--- src/rtl/eeprom_cmd_pkg.sv ---
package eeprom_cmd_pkg;

  typedef logic [7:0] byte_t;

  localparam byte_t OP_ARM    = 8'h06;
  localparam byte_t OP_DISARM = 8'h04;
  localparam byte_t OP_STAT   = 8'h05;
  localparam byte_t OP_SETPR  = 8'h01;
  localparam byte_t OP_READ   = 8'h03;
  localparam byte_t OP_PROG   = 8'h02;

  typedef enum logic [2:0] {
    CMD_IDLE,
    CMD_STATUS,
    CMD_READ,
    CMD_PROG,
    CMD_SETPR,
    CMD_DROP
  } cmd_e;

  // Protect field versus the two top address bits.
  function automatic logic in_locked(input logic [1:0] field, input logic [1:0] top2);
    case (field)
      2'b00:   in_locked = 1'b0;
      2'b01:   in_locked = (top2 == 2'b11);
      2'b10:   in_locked = top2[1];
      default: in_locked = 1'b1;
    endcase
  endfunction

endpackage

--- src/rtl/spi_sync_front.sv ---
module spi_sync_front #(
  parameter int STAGES = 2
) (
  input  logic clk,
  input  logic rst,
  input  logic cs_n,
  input  logic sclk,
  input  logic mosi,
  output logic cs_act,
  output logic sclk_rise,
  output logic sclk_fall,
  output logic frame_end,
  output logic mosi_s
);
  localparam int          NSIG    = 3;
  localparam logic [NSIG-1:0] IDLE_LVL = 3'b100;

  logic [NSIG-1:0] raw;
  logic [NSIG-1:0] synced;
  logic            cs_prev;
  logic            sclk_prev;

  assign raw = {cs_n, sclk, mosi};

  for (genvar g = 0; g < NSIG; g++) begin : g_sync
    logic [STAGES-1:0] sh;
    always_ff @(posedge clk) begin
      if (rst) sh <= {STAGES{IDLE_LVL[g]}};
      else     sh <= {sh[STAGES-2:0], raw[g]};
    end
    assign synced[g] = sh[STAGES-1];
  end

  always_ff @(posedge clk) begin
    if (rst) begin
      cs_prev   <= 1'b1;
      sclk_prev <= 1'b0;
    end else begin
      cs_prev   <= synced[2];
      sclk_prev <= synced[1];
    end
  end

  assign cs_act    = !synced[2];
  assign sclk_rise = cs_act && synced[1] && !sclk_prev;
  assign sclk_fall = cs_act && !synced[1] && sclk_prev;
  assign frame_end = synced[2] && !cs_prev;
  assign mosi_s    = synced[0];

endmodule

--- src/rtl/spi_byte_engine.sv ---
module spi_byte_engine
  import eeprom_cmd_pkg::*;
(
  input  logic       clk,
  input  logic       rst,
  input  logic       cs_act,
  input  logic       sclk_rise,
  input  logic       sclk_fall,
  input  logic       mosi_s,
  input  logic       tx_load,
  input  byte_t      tx_byte,
  output logic       byte_done,
  output byte_t      rx_byte,
  output logic [1:0] byte_idx,
  output logic       aligned,
  output logic       miso
);
  logic [2:0] bit_cnt;
  logic [6:0] in_sh;
  byte_t      out_sh;

  always_ff @(posedge clk) begin
    if (rst || !cs_act) begin
      bit_cnt   <= '0;
      in_sh     <= '0;
      byte_done <= 1'b0;
      byte_idx  <= '0;
      out_sh    <= '0;
    end else begin
      byte_done <= 1'b0;
      if (sclk_rise) begin
        bit_cnt <= bit_cnt + 3'd1;
        in_sh   <= {in_sh[5:0], mosi_s};
        if (bit_cnt == 3'd7) begin
          byte_done <= 1'b1;
          rx_byte   <= {in_sh, mosi_s};
        end
      end
      if (byte_done && byte_idx != 2'd3) byte_idx <= byte_idx + 2'd1;
      if (tx_load) out_sh <= tx_byte;
      else if (sclk_fall && bit_cnt != 3'd0) out_sh <= {out_sh[6:0], 1'b0};
    end
  end

  always_ff @(posedge clk) begin
    if (rst) miso <= 1'b0;
    else     miso <= cs_act ? out_sh[7] : 1'b0;
  end

  assign aligned = (bit_cnt == 3'd0);

  // data out is held low once the frame is closed.
  assert_miso_idle_R1: assert property (@(posedge clk) disable iff (rst)
    !cs_act |=> !miso);

endmodule

--- src/rtl/status_keeper.sv ---
module status_keeper
  import eeprom_cmd_pkg::*;
#(
  parameter int WRITE_CYCLES = 1000
) (
  input  logic       clk,
  input  logic       rst,
  input  logic       set_wel,
  input  logic       clr_wel,
  input  logic       wr_go,
  input  logic       wsr_go,
  input  byte_t      wsr_byte,
  input  logic [1:0] chk_top2,
  output byte_t      status,
  output logic       busy,
  output logic       wel,
  output logic       lock,
  output logic       prot_hit
);
  localparam int CW = $clog2(WRITE_CYCLES + 1);

  logic [CW-1:0] cnt;
  logic [1:0]    field;

  always_ff @(posedge clk) begin
    if (rst) begin
      cnt   <= '0;
      busy  <= 1'b0;
      wel   <= 1'b0;
      lock  <= 1'b0;
      field <= 2'b00;
    end else if (busy) begin
      if (cnt == CW'(1)) begin
        busy <= 1'b0;
        wel  <= 1'b0;
        cnt  <= '0;
      end else begin
        cnt <= cnt - CW'(1);
      end
    end else if (wr_go || wsr_go) begin
      busy <= 1'b1;
      cnt  <= CW'(WRITE_CYCLES);
      if (wsr_go) begin
        lock  <= wsr_byte[7];
        field <= wsr_byte[3:2];
      end
    end else if (set_wel) begin
      wel <= 1'b1;
    end else if (clr_wel) begin
      wel <= 1'b0;
    end
  end

  assign status   = busy ? 8'hFF : {lock, 3'b000, field, wel, 1'b0};
  assign prot_hit = in_locked(field, chk_top2);

  // the latch is found clear once the cycle is over.
  assert_ready_clears_wel_R6: assert property (@(posedge clk) disable iff (rst)
    $fell(busy) |-> !wel);

  // no new cycle is launched while one runs.
  assert_no_start_busy_R11: assert property (@(posedge clk) disable iff (rst)
    (wr_go || wsr_go) |-> !busy);

  // a cycle only ever starts with the latch armed.
  assert_go_needs_wel_R4: assert property (@(posedge clk) disable iff (rst)
    (wr_go || wsr_go) |-> wel);

  // protection settings stay put while a cycle runs.
  assert_field_steady_R5: assert property (@(posedge clk) disable iff (rst)
    busy |=> ($stable(field) && $stable(lock)));

endmodule

--- src/rtl/eeprom_cmd_core.sv ---
module eeprom_cmd_core
  import eeprom_cmd_pkg::*;
#(
  parameter int ADDR_W       = 15,
  parameter int WRITE_CYCLES = 1000,
  parameter int SYNC_STAGES  = 2
) (
  input  logic              clk,
  input  logic              rst,
  input  logic              cs_n,
  input  logic              sclk,
  input  logic              mosi,
  input  logic              wp_n,
  output logic              miso,
  output logic              arr_we,
  output logic              arr_re,
  output logic [ADDR_W-1:0] arr_addr,
  output logic [7:0]        arr_wdata,
  input  logic [7:0]        arr_rdata
);
  localparam int HI_W = ADDR_W - 8;

  logic        cs_act, sclk_rise, sclk_fall, frame_end, mosi_s;
  logic        byte_done, aligned;
  byte_t       rx_byte;
  logic [1:0]  byte_idx;
  logic        tx_load_q;
  byte_t       tx_byte_q;
  byte_t       status;
  logic        busy, wel, lock, prot_hit;
  logic        set_wel, clr_wel, wr_go, wsr_go;
  logic [1:0]  wp_sync;
  cmd_e        cmd;
  logic [HI_W-1:0]   hi_q;
  logic [ADDR_W-1:0] addr_q;
  byte_t       data_q;
  logic        have_data;
  logic        rd_wait;
  logic        arr_we_q, arr_re_q;

  spi_sync_front #(.STAGES(SYNC_STAGES)) u_front (
    .clk(clk), .rst(rst), .cs_n(cs_n), .sclk(sclk), .mosi(mosi),
    .cs_act(cs_act), .sclk_rise(sclk_rise), .sclk_fall(sclk_fall),
    .frame_end(frame_end), .mosi_s(mosi_s)
  );

  spi_byte_engine u_bytes (
    .clk(clk), .rst(rst), .cs_act(cs_act), .sclk_rise(sclk_rise),
    .sclk_fall(sclk_fall), .mosi_s(mosi_s), .tx_load(tx_load_q),
    .tx_byte(tx_byte_q), .byte_done(byte_done), .rx_byte(rx_byte),
    .byte_idx(byte_idx), .aligned(aligned), .miso(miso)
  );

  status_keeper #(.WRITE_CYCLES(WRITE_CYCLES)) u_status (
    .clk(clk), .rst(rst), .set_wel(set_wel), .clr_wel(clr_wel),
    .wr_go(wr_go), .wsr_go(wsr_go), .wsr_byte(data_q),
    .chk_top2(addr_q[ADDR_W-1 -: 2]), .status(status), .busy(busy),
    .wel(wel), .lock(lock), .prot_hit(prot_hit)
  );

  always_ff @(posedge clk) begin
    if (rst) wp_sync <= 2'b11;
    else     wp_sync <= {wp_sync[0], wp_n};
  end

  // Latch and cycle decisions: opcode end and frame end.
  always_comb begin
    set_wel = 1'b0;
    clr_wel = 1'b0;
    wr_go   = 1'b0;
    wsr_go  = 1'b0;
    if (frame_end) begin
      if (!aligned) begin
        clr_wel = 1'b1;
      end else if (cmd == CMD_PROG && have_data && wel && !prot_hit) begin
        wr_go = 1'b1;
      end else if (cmd == CMD_SETPR && have_data && wel && !(lock && !wp_sync[1])) begin
        wsr_go = 1'b1;
      end
    end else if (byte_done && byte_idx == 2'd0 && !busy) begin
      if (rx_byte == OP_ARM)    set_wel = 1'b1;
      if (rx_byte == OP_DISARM) clr_wel = 1'b1;
    end
  end

  always_ff @(posedge clk) begin
    if (rst) begin
      cmd       <= CMD_IDLE;
      hi_q      <= '0;
      addr_q    <= '0;
      data_q    <= '0;
      have_data <= 1'b0;
      rd_wait   <= 1'b0;
      tx_load_q <= 1'b0;
      tx_byte_q <= '0;
      arr_we_q  <= 1'b0;
      arr_re_q  <= 1'b0;
    end else begin
      arr_we_q  <= wr_go;
      arr_re_q  <= 1'b0;
      tx_load_q <= 1'b0;
      rd_wait   <= arr_re_q;
      if (rd_wait) begin
        tx_load_q <= 1'b1;
        tx_byte_q <= arr_rdata;
      end
      if (frame_end) begin
        cmd       <= CMD_IDLE;
        have_data <= 1'b0;
      end else if (byte_done) begin
        if (byte_idx == 2'd0) begin
          if (busy && rx_byte != OP_STAT) begin
            cmd <= CMD_DROP;
          end else begin
            case (rx_byte)
              OP_STAT: begin
                cmd       <= CMD_STATUS;
                tx_load_q <= 1'b1;
                tx_byte_q <= status;
              end
              OP_READ:  cmd <= CMD_READ;
              OP_PROG:  cmd <= CMD_PROG;
              OP_SETPR: cmd <= CMD_SETPR;
              default:  cmd <= CMD_DROP;
            endcase
          end
        end else begin
          case (cmd)
            CMD_STATUS: begin
              tx_load_q <= 1'b1;
              tx_byte_q <= status;
            end
            CMD_READ, CMD_PROG: begin
              if (byte_idx == 2'd1) begin
                hi_q <= rx_byte[HI_W-1:0];
              end else if (byte_idx == 2'd2) begin
                addr_q <= {hi_q, rx_byte};
                if (cmd == CMD_READ) arr_re_q <= 1'b1;
              end else if (cmd == CMD_READ) begin
                addr_q   <= addr_q + ADDR_W'(1);
                arr_re_q <= 1'b1;
              end else if (!have_data) begin
                data_q    <= rx_byte;
                have_data <= 1'b1;
              end
            end
            CMD_SETPR: begin
              if (!have_data) begin
                data_q    <= rx_byte;
                have_data <= 1'b1;
              end
            end
            default: ;
          endcase
        end
      end
    end
  end

  assign arr_we    = arr_we_q;
  assign arr_re    = arr_re_q;
  assign arr_addr  = addr_q;
  assign arr_wdata = data_q;

  // no write strobe ever lands in a locked range.
  assert_we_unlocked_R8: assert property (@(posedge clk) disable iff (rst)
    arr_we |-> !prot_hit);

  // the write strobe is a single pulse.
  assert_we_single_R7: assert property (@(posedge clk) disable iff (rst)
    arr_we |=> !arr_we);

  // a locked status write at frame end starts no cycle.
  assert_setpr_locked_R9: assert property (@(posedge clk) disable iff (rst)
    (frame_end && cmd == CMD_SETPR && lock && !wp_sync[1]) |=> !busy);

  // a frame cut mid-byte leaves the latch clear.
  assert_partial_clears_R10: assert property (@(posedge clk) disable iff (rst)
    (frame_end && !aligned) |=> !wel);

  // no array read is requested while a cycle runs.
  assert_no_read_busy_R11: assert property (@(posedge clk) disable iff (rst)
    (arr_re && $past(busy)) |-> $past(arr_re) || (cmd == CMD_READ));

endmodule

--- config.mk ---
export PLATFORM = sky130hd
export DESIGN_NAME = eeprom_cmd_core
export DESIGN_NICKNAME = d
export VERILOG_FILES = /design/src/rtl/eeprom_cmd_pkg.sv /design/src/rtl/spi_sync_front.sv /design/src/rtl/spi_byte_engine.sv /design/src/rtl/status_keeper.sv /design/src/rtl/eeprom_cmd_core.sv
export SDC_FILE = /design/constraint.sdc
export NUM_CORES = 1
export LEC_CHECK = 0
export CORE_MARGIN = 2
export CORE_UTILIZATION = 57
export DETAILED_ROUTE_END_ITERATION = 8
export DONT_BUFFER_PORTS = 1
export PLACE_DENSITY_LB_ADDON = 0.3
export SYNTH_ARGS = -nofsm -noshare
export SYNTH_HDL_FRONTEND = slang
export SYNTH_HIERARCHICAL = 1
export SYNTH_SLANG_ARGS = --single-unit
--- constraint.sdc ---
create_clock -name clk -period 2.3 [get_ports clk]
set_input_delay 0.23 -clock clk [delete_from_list [all_inputs] [get_ports clk]]
set_output_delay 0.23 -clock clk [all_outputs]
set_load 0.02 [all_outputs]
=== Word level (Yosys, flattened, before mapping) ===
Cells that the tools add are included.

* Add/subtract/negate cells: 4
* Equality and inequality tests: 24
* Muxes and demuxes: 58
* Bitwise operators: 8
* Reductions and logical operators: 49

{| class="wikitable"
|+ Operator list
! cell !! number
|-
| $mux W8 || 14
|-
| $mux W1 || 34
|-
| $mux W10 || 3
|-
| $mux W15 || 2
|-
| $eq A8 B3 Y1 const B || 3
|-
| $logic_and A1 B1 Y1 || 17
|-
| $eq A8 B2 Y1 const B || 2
|-
| $pmux W8 S2 || 1
|-
| $add A15 B1 Y15 const B || 1
|-
| $pmux W3 S4 || 1
|-
| $reduce_and A6 Y1 || 2
|-
| $eq A10 B1 Y1 const B || 1
|-
| $ne A2 B2 Y1 const B || 5
|-
| $sub A10 B1 Y10 const B || 1
|-
| $reduce_and A3 Y1 || 3
|-
| $eq A8 B1 Y1 const B || 1
|-
| $logic_not A1 Y1 || 8
|-
| $ne A8 B3 Y1 const B || 1
|-
| $not A1 Y1 || 8
|-
| $reduce_bool A2 Y1 || 4
|-
| $reduce_or A2 Y1 || 4
|-
| $reduce_and A7 Y1 || 1
|-
| $eq A2 B2 Y1 const B || 3
|-
| $eq A3 B2 Y1 const B || 2
|-
| 16 further kinds || 21
|}

* Bits in registers: 101
* Input bits: 14
* Output and inout port bits: 26
* Logic and storage cells: 171

=== Depth between registers and ports, before layout ===
* Depth in word-level cells: 11
* Gate-level depth with buffers: 11
* Mapped depth without buffers: 10

=== Cells and area by module ===
The synthesis kept the hierarchy.

{| class="wikitable"
|+ By module, submodules not included
! module !! instances !! cells an instance !! area each (um^2) !! seq. area each (um^2)
|-
| eeprom_cmd_core || 1 || 280 || 2394.8 || 960.9
|-
| spi_byte_engine || 1 || 108 || 1238.7 || 680.7
|-
| status_keeper || 1 || 99 || 858.3 || 300.3
|-
| spi_sync_front || 1 || 20 || 235.2 || 160.2
|}

=== Worst setup path before layout ===
No wires, ideal clock.

* Path type: reg2reg
* Start point: register u_bytes.bit_cnt[0]
* End point: register u_status.field[0]
* Data arrival time: 2.049 ns
* Slack: 0.124 ns
* Stages on the path, launching flop included: 11
* Path buffers: 1
* Path through: dfxtp_1 > inv_1 > ha_1 > nand2b_4 > buf_6 > clkinv_4 > nand4_1 > a2111oi_0 > nor2b_1 > mux2i_1 > nor2_1

* Word-level cells in the longest chain between the ends: 5

{| class="wikitable"
|+ RTL lines
! element !! line !! source
|-
| start, declared || spi_byte_engine.sv:18 || <nowiki>logic [2:0] bit_cnt;</nowiki>
|-
| start signal, assigned || spi_byte_engine.sv:32 || <nowiki>bit_cnt <= bit_cnt + 3'd1;</nowiki>
|-
| $logic_not A3 Y1 (*) || spi_byte_engine.sv:50 || <nowiki>assign aligned = (bit_cnt == 3'd0);</nowiki>
|-
| via aligned || eeprom_cmd_core.sv:24 || <nowiki>logic byte_done, aligned;</nowiki>
|-
| $mux W1 (*) || eeprom_cmd_core.sv:73 || <nowiki>if (!aligned) begin</nowiki>
|-
| $mux W1 (*) || eeprom_cmd_core.sv:72 || <nowiki>if (frame_end) begin</nowiki>
|-
| via wsr_go || eeprom_cmd_core.sv:31 || <nowiki>logic set_wel, clr_wel, wr_go, wsr_go;</nowiki>
|-
| $logic_or A1 B1 Y1 || status_keeper.sv:40 || <nowiki>end else if (wr_go || wsr_go) begin</nowiki>
|-
| $reduce_and A3 Y1 (no line) (*) || n/a ||
|-
| end signal, assigned || status_keeper.sv:45 || <nowiki>field <= wsr_byte[3:2];</nowiki>
|-
| end, declared || status_keeper.sv:23 || <nowiki>logic [1:0] field;</nowiki>
|}

Mark *: on every way through the listed nets, which the timed path passes. The rest lies on a longest branch.
A chain may end at the register's enable or synchronous reset.

=== Worst setup path in the final report ===
* Start point: register u_bytes.bit_cnt[0]
* End point: register u_status.cnt[6]

* Word-level cells in the longest chain between the ends: 5

{| class="wikitable"
|+ RTL lines
! element !! line !! source
|-
| $logic_not A3 Y1 || spi_byte_engine.sv:50 ||
|-
| via aligned || eeprom_cmd_core.sv:24 ||
|-
| $mux W1 || eeprom_cmd_core.sv:73 ||
|-
| $mux W1 || eeprom_cmd_core.sv:72 ||
|-
| via wsr_go || eeprom_cmd_core.sv:31 ||
|-
| $logic_or A1 B1 Y1 || status_keeper.sv:40 ||
|-
| $reduce_bool A2 Y1 (no line) || n/a ||
|-
| end signal, assigned || status_keeper.sv:38 || <nowiki>cnt <= cnt - CW'(1);</nowiki>
|-
| end signal, assigned || status_keeper.sv:42 || <nowiki>cnt <= CW'(WRITE_CYCLES);</nowiki>
|-
| end, declared || status_keeper.sv:22 || <nowiki>logic [CW-1:0] cnt;</nowiki>
|}

The timed path passes the listed nets, and every way through them passes these cells.

==> metrics.txt <==
number of synthesized flops with an enable pin=8; Overflow after GRT=0; Ys Warns=6; total of max-cap violations=0; Slew Limit Fails=0; startpoint types=flip-flop; adder-cell share of the synthesized area=0.0185; nets@finish=537; Skew-Pair Late Insertion Delay=0.36 ns; setup ws final=0.151 ns; largest family of logic cells by synthesized area=simple AND/OR/NAND/NOR gates; DRC errors left=0; pre-CTS setup slack=-0.0137 ns; Hold Path Class=in -> reg; largest net degree at the start of global routing=49; Post-synth top flop=dfxtp_1; Setup Viol. Count Final=0; Post-Route WL=10300 um; Final Util=0.631; crit end category=flip-flop; Clock Pin Slew Worst Setup and Hold Paths=0.10 ns; Die W=95.1 um; commonest non-fill, non-tap cell in the layout=dfxtp_1; WL/cell=16.5 um; power density relative to cell area=638 mW/mm^2; Tcrit/Tclk final=0.934; cell count after placement=605; Starting Density=0.581; RSZ-0062 raised after global routing=false; first-pass GRT wire length=16700 um; IO buf count=0; Die Ht=95.1 um; DIE AREA=0.00904 sq mm; synth-to-layout area growth=8.66%; total I/O pin count=40; register bit total from synthesis=101; sequential fraction of the synthesis area=0.445; VDD IR max=0.359 mV; DRT Pass-1 Iters=5; status=completed; Netlist cell types=61; core area=0.00813 sq mm; GRT Util Overall=0.236; CTS tree=yes; mux share of post-synthesis cell area=0.0850; syn nets=528; commonest cells after routing, fill and taps aside=dfxtp_1 (92), nor2_1 (44), mux2i_1 (39); Lkg Pwr=1.77 nW; initial drt markers=200; total power=3.28 mW; vias in the first global route=3392; Final ANT Viol Nets=0; final hold slack=0.0470 ns; post-synthesis simple-gate area fraction=0.234; vias=3772; Worst EP arrival=2.43 ns; post-synthesis xor/xnor area fraction=0.00556; Routability Congestion=0.872; vias per cell=6.03; CTS Buffer Depth=2; CP Max Fanout=8; synthesized area per cell=9.32 sq um; Data required, critical path=2.58 ns; Post-CTS Setup Inserts=0; Non-Filler Instances=626; Max Fclk=465 MHz; share of layout cells above drive strength 1=0.144; CP Class=reg -> reg; Cell Rows=33; Final Instance Area=0.00514 sq mm; Worst slew margin=0.582; post-synthesis cell area=0.00473 sq mm; setup TNS=0 ns; CTS H-tree depth=3; antenna violations before repair=0; area fraction in compound gates after synthesis=0.154; HPWL reported at the end of detailed placement=7080 um; Worst Skew=0.00740 ns; min Tclk post-route=2.15 ns; Hold Fails Final Rpt=0; Clock Sinks=101; dpl cell area=0.00487 sq mm; antenna cells=0; Async SR Flop Fraction=0; Synth Instances=507; Slew @ Worst Pin=0.627 ns; CTS root buffer=clkbuf_8; CTS Buf Count=9
final cells by class:
type,instances,area [sq um]
fill,653,3000
multi-input combinational,351,2360
sequential,101,2100
timing repair buffer,30,248
tap,105,131
clock buffer,10,128
inverter,23,91.3
clock inverter,6,71.3
Yosys cell counts, types with 3 or more instances:
cell / instances / share of area
and4b_1: 4 / 0.0085
a211oi_1: 3 / 0.0048
a21oi_1: 21 / 0.022
nand4_1: 10 / 0.013
a221oi_2: 8 / 0.025
o2bb2ai_1: 8 / 0.015
or4_1: 6 / 0.0095
a31oi_1: 18 / 0.024
nand3_1: 18 / 0.019
buf_1: 3 / 0.0024
nand3b_1: 8 / 0.013
nand2b_1: 5 / 0.0066
edfxtp_1: 8 / 0.051
a22o_1: 3 / 0.0056
inv_1: 21 / 0.017
nor4b_1: 3 / 0.0056
nor3b_1: 5 / 0.0079
or3_1: 4 / 0.0053
or2_1: 3 / 0.0040
nand2_1: 38 / 0.030
clkbuf_1: 10 / 0.0079
buf_6: 4 / 0.0095
a21o_1: 3 / 0.0048
mux2i_1: 39 / 0.083
and3_1: 6 / 0.0079
nor2_1: 44 / 0.035
o21ai_0: 11 / 0.012
buf_4: 6 / 0.0095
o31ai_1: 5 / 0.0079
nor4_1: 5 / 0.0066
nor3_1: 8 / 0.0085
dfxtp_1: 93 / 0.39
buf_2: 9 / 0.0095
nor2b_1: 13 / 0.017
or2_2: 7 / 0.0093
o21ai_1: 8 / 0.0085
ha_1: 7 / 0.019
where the power goes:
part | internal, mW | switching (mW) | leakage (nW)
logic | 0.113 | 0.154 | 0.846
registers | 1.81 | 0.0630 | 0.828
clock network | 0.515 | 0.621 | 0.0988
kinds of logic after synthesis:
logic type	Yosys count
compound gates	101
fa+ha+maj	7
flops	101
simple gates	200
xor+xnor	3
buf+inv	55
mux	40
worst paths after layout:
| check | start | end | slack [ns] | cells past startpoint |
|---|---|---|---|---|
| min reg2reg | wp_sync[0] | wp_sync[1] | 0.42 | 1 |
| max | u_bytes/bit_cnt[0] | u_status/cnt[6] | 0.15 | 10 |
| min | rst | u_status/cnt[4] | 0.05 | 2 |
| max reg2reg | u_bytes/bit_cnt[0] | u_status/cnt[6] | 0.15 | 10 |
metal layers:
metal,track usage,routed length [um],up-vias,part of all wire
li1,-,-,1848,-
met1,0.317,4730,1798,0.46
met2,0.370,4800,117,0.47
met3,0.0711,682,9,0.066
met4,0.0604,106,0,0.010
met5,0,0,-,0
worst max-delay path, cell delays in order (launching register included):
cell	delay (ns)
dfxtp_2	0.35
inv_1	0.06
ha_1	0.19
nand2b_4	0.11
clkinv_4	0.06
nand4_1	0.16
a2111oi_2	0.48
nor3_2	0.15
nor2_1	0.17
a311oi_1	0.08
a211oi_1	0.25
flip-flops by register name, indices dropped and copies added (netlist names), 2 cells and up:
name / cells
u_bytes/rx_byte: 8
u_status/field: 2
arr_wdata: 8
u_bytes/byte_idx: 2
cmd: 3
u_bytes/in_sh: 7
tx_byte_q: 8
u_status/cnt: 10
u_bytes/out_sh: 8
hi_q: 7
arr_addr: 15
u_bytes/bit_cnt: 3
u_front/g_sync.sh: 6
wp_sync: 2
what timing repair did:
item	4_1_cts	5_1_grt
endpoints found under the hold margin	48	0
endpoints found under the setup margin	4	8
gates resized for setup	1	3
pin swaps	0	2
hold buffers	5	0
No activity file was read; power rests on OpenSTA's default activity.
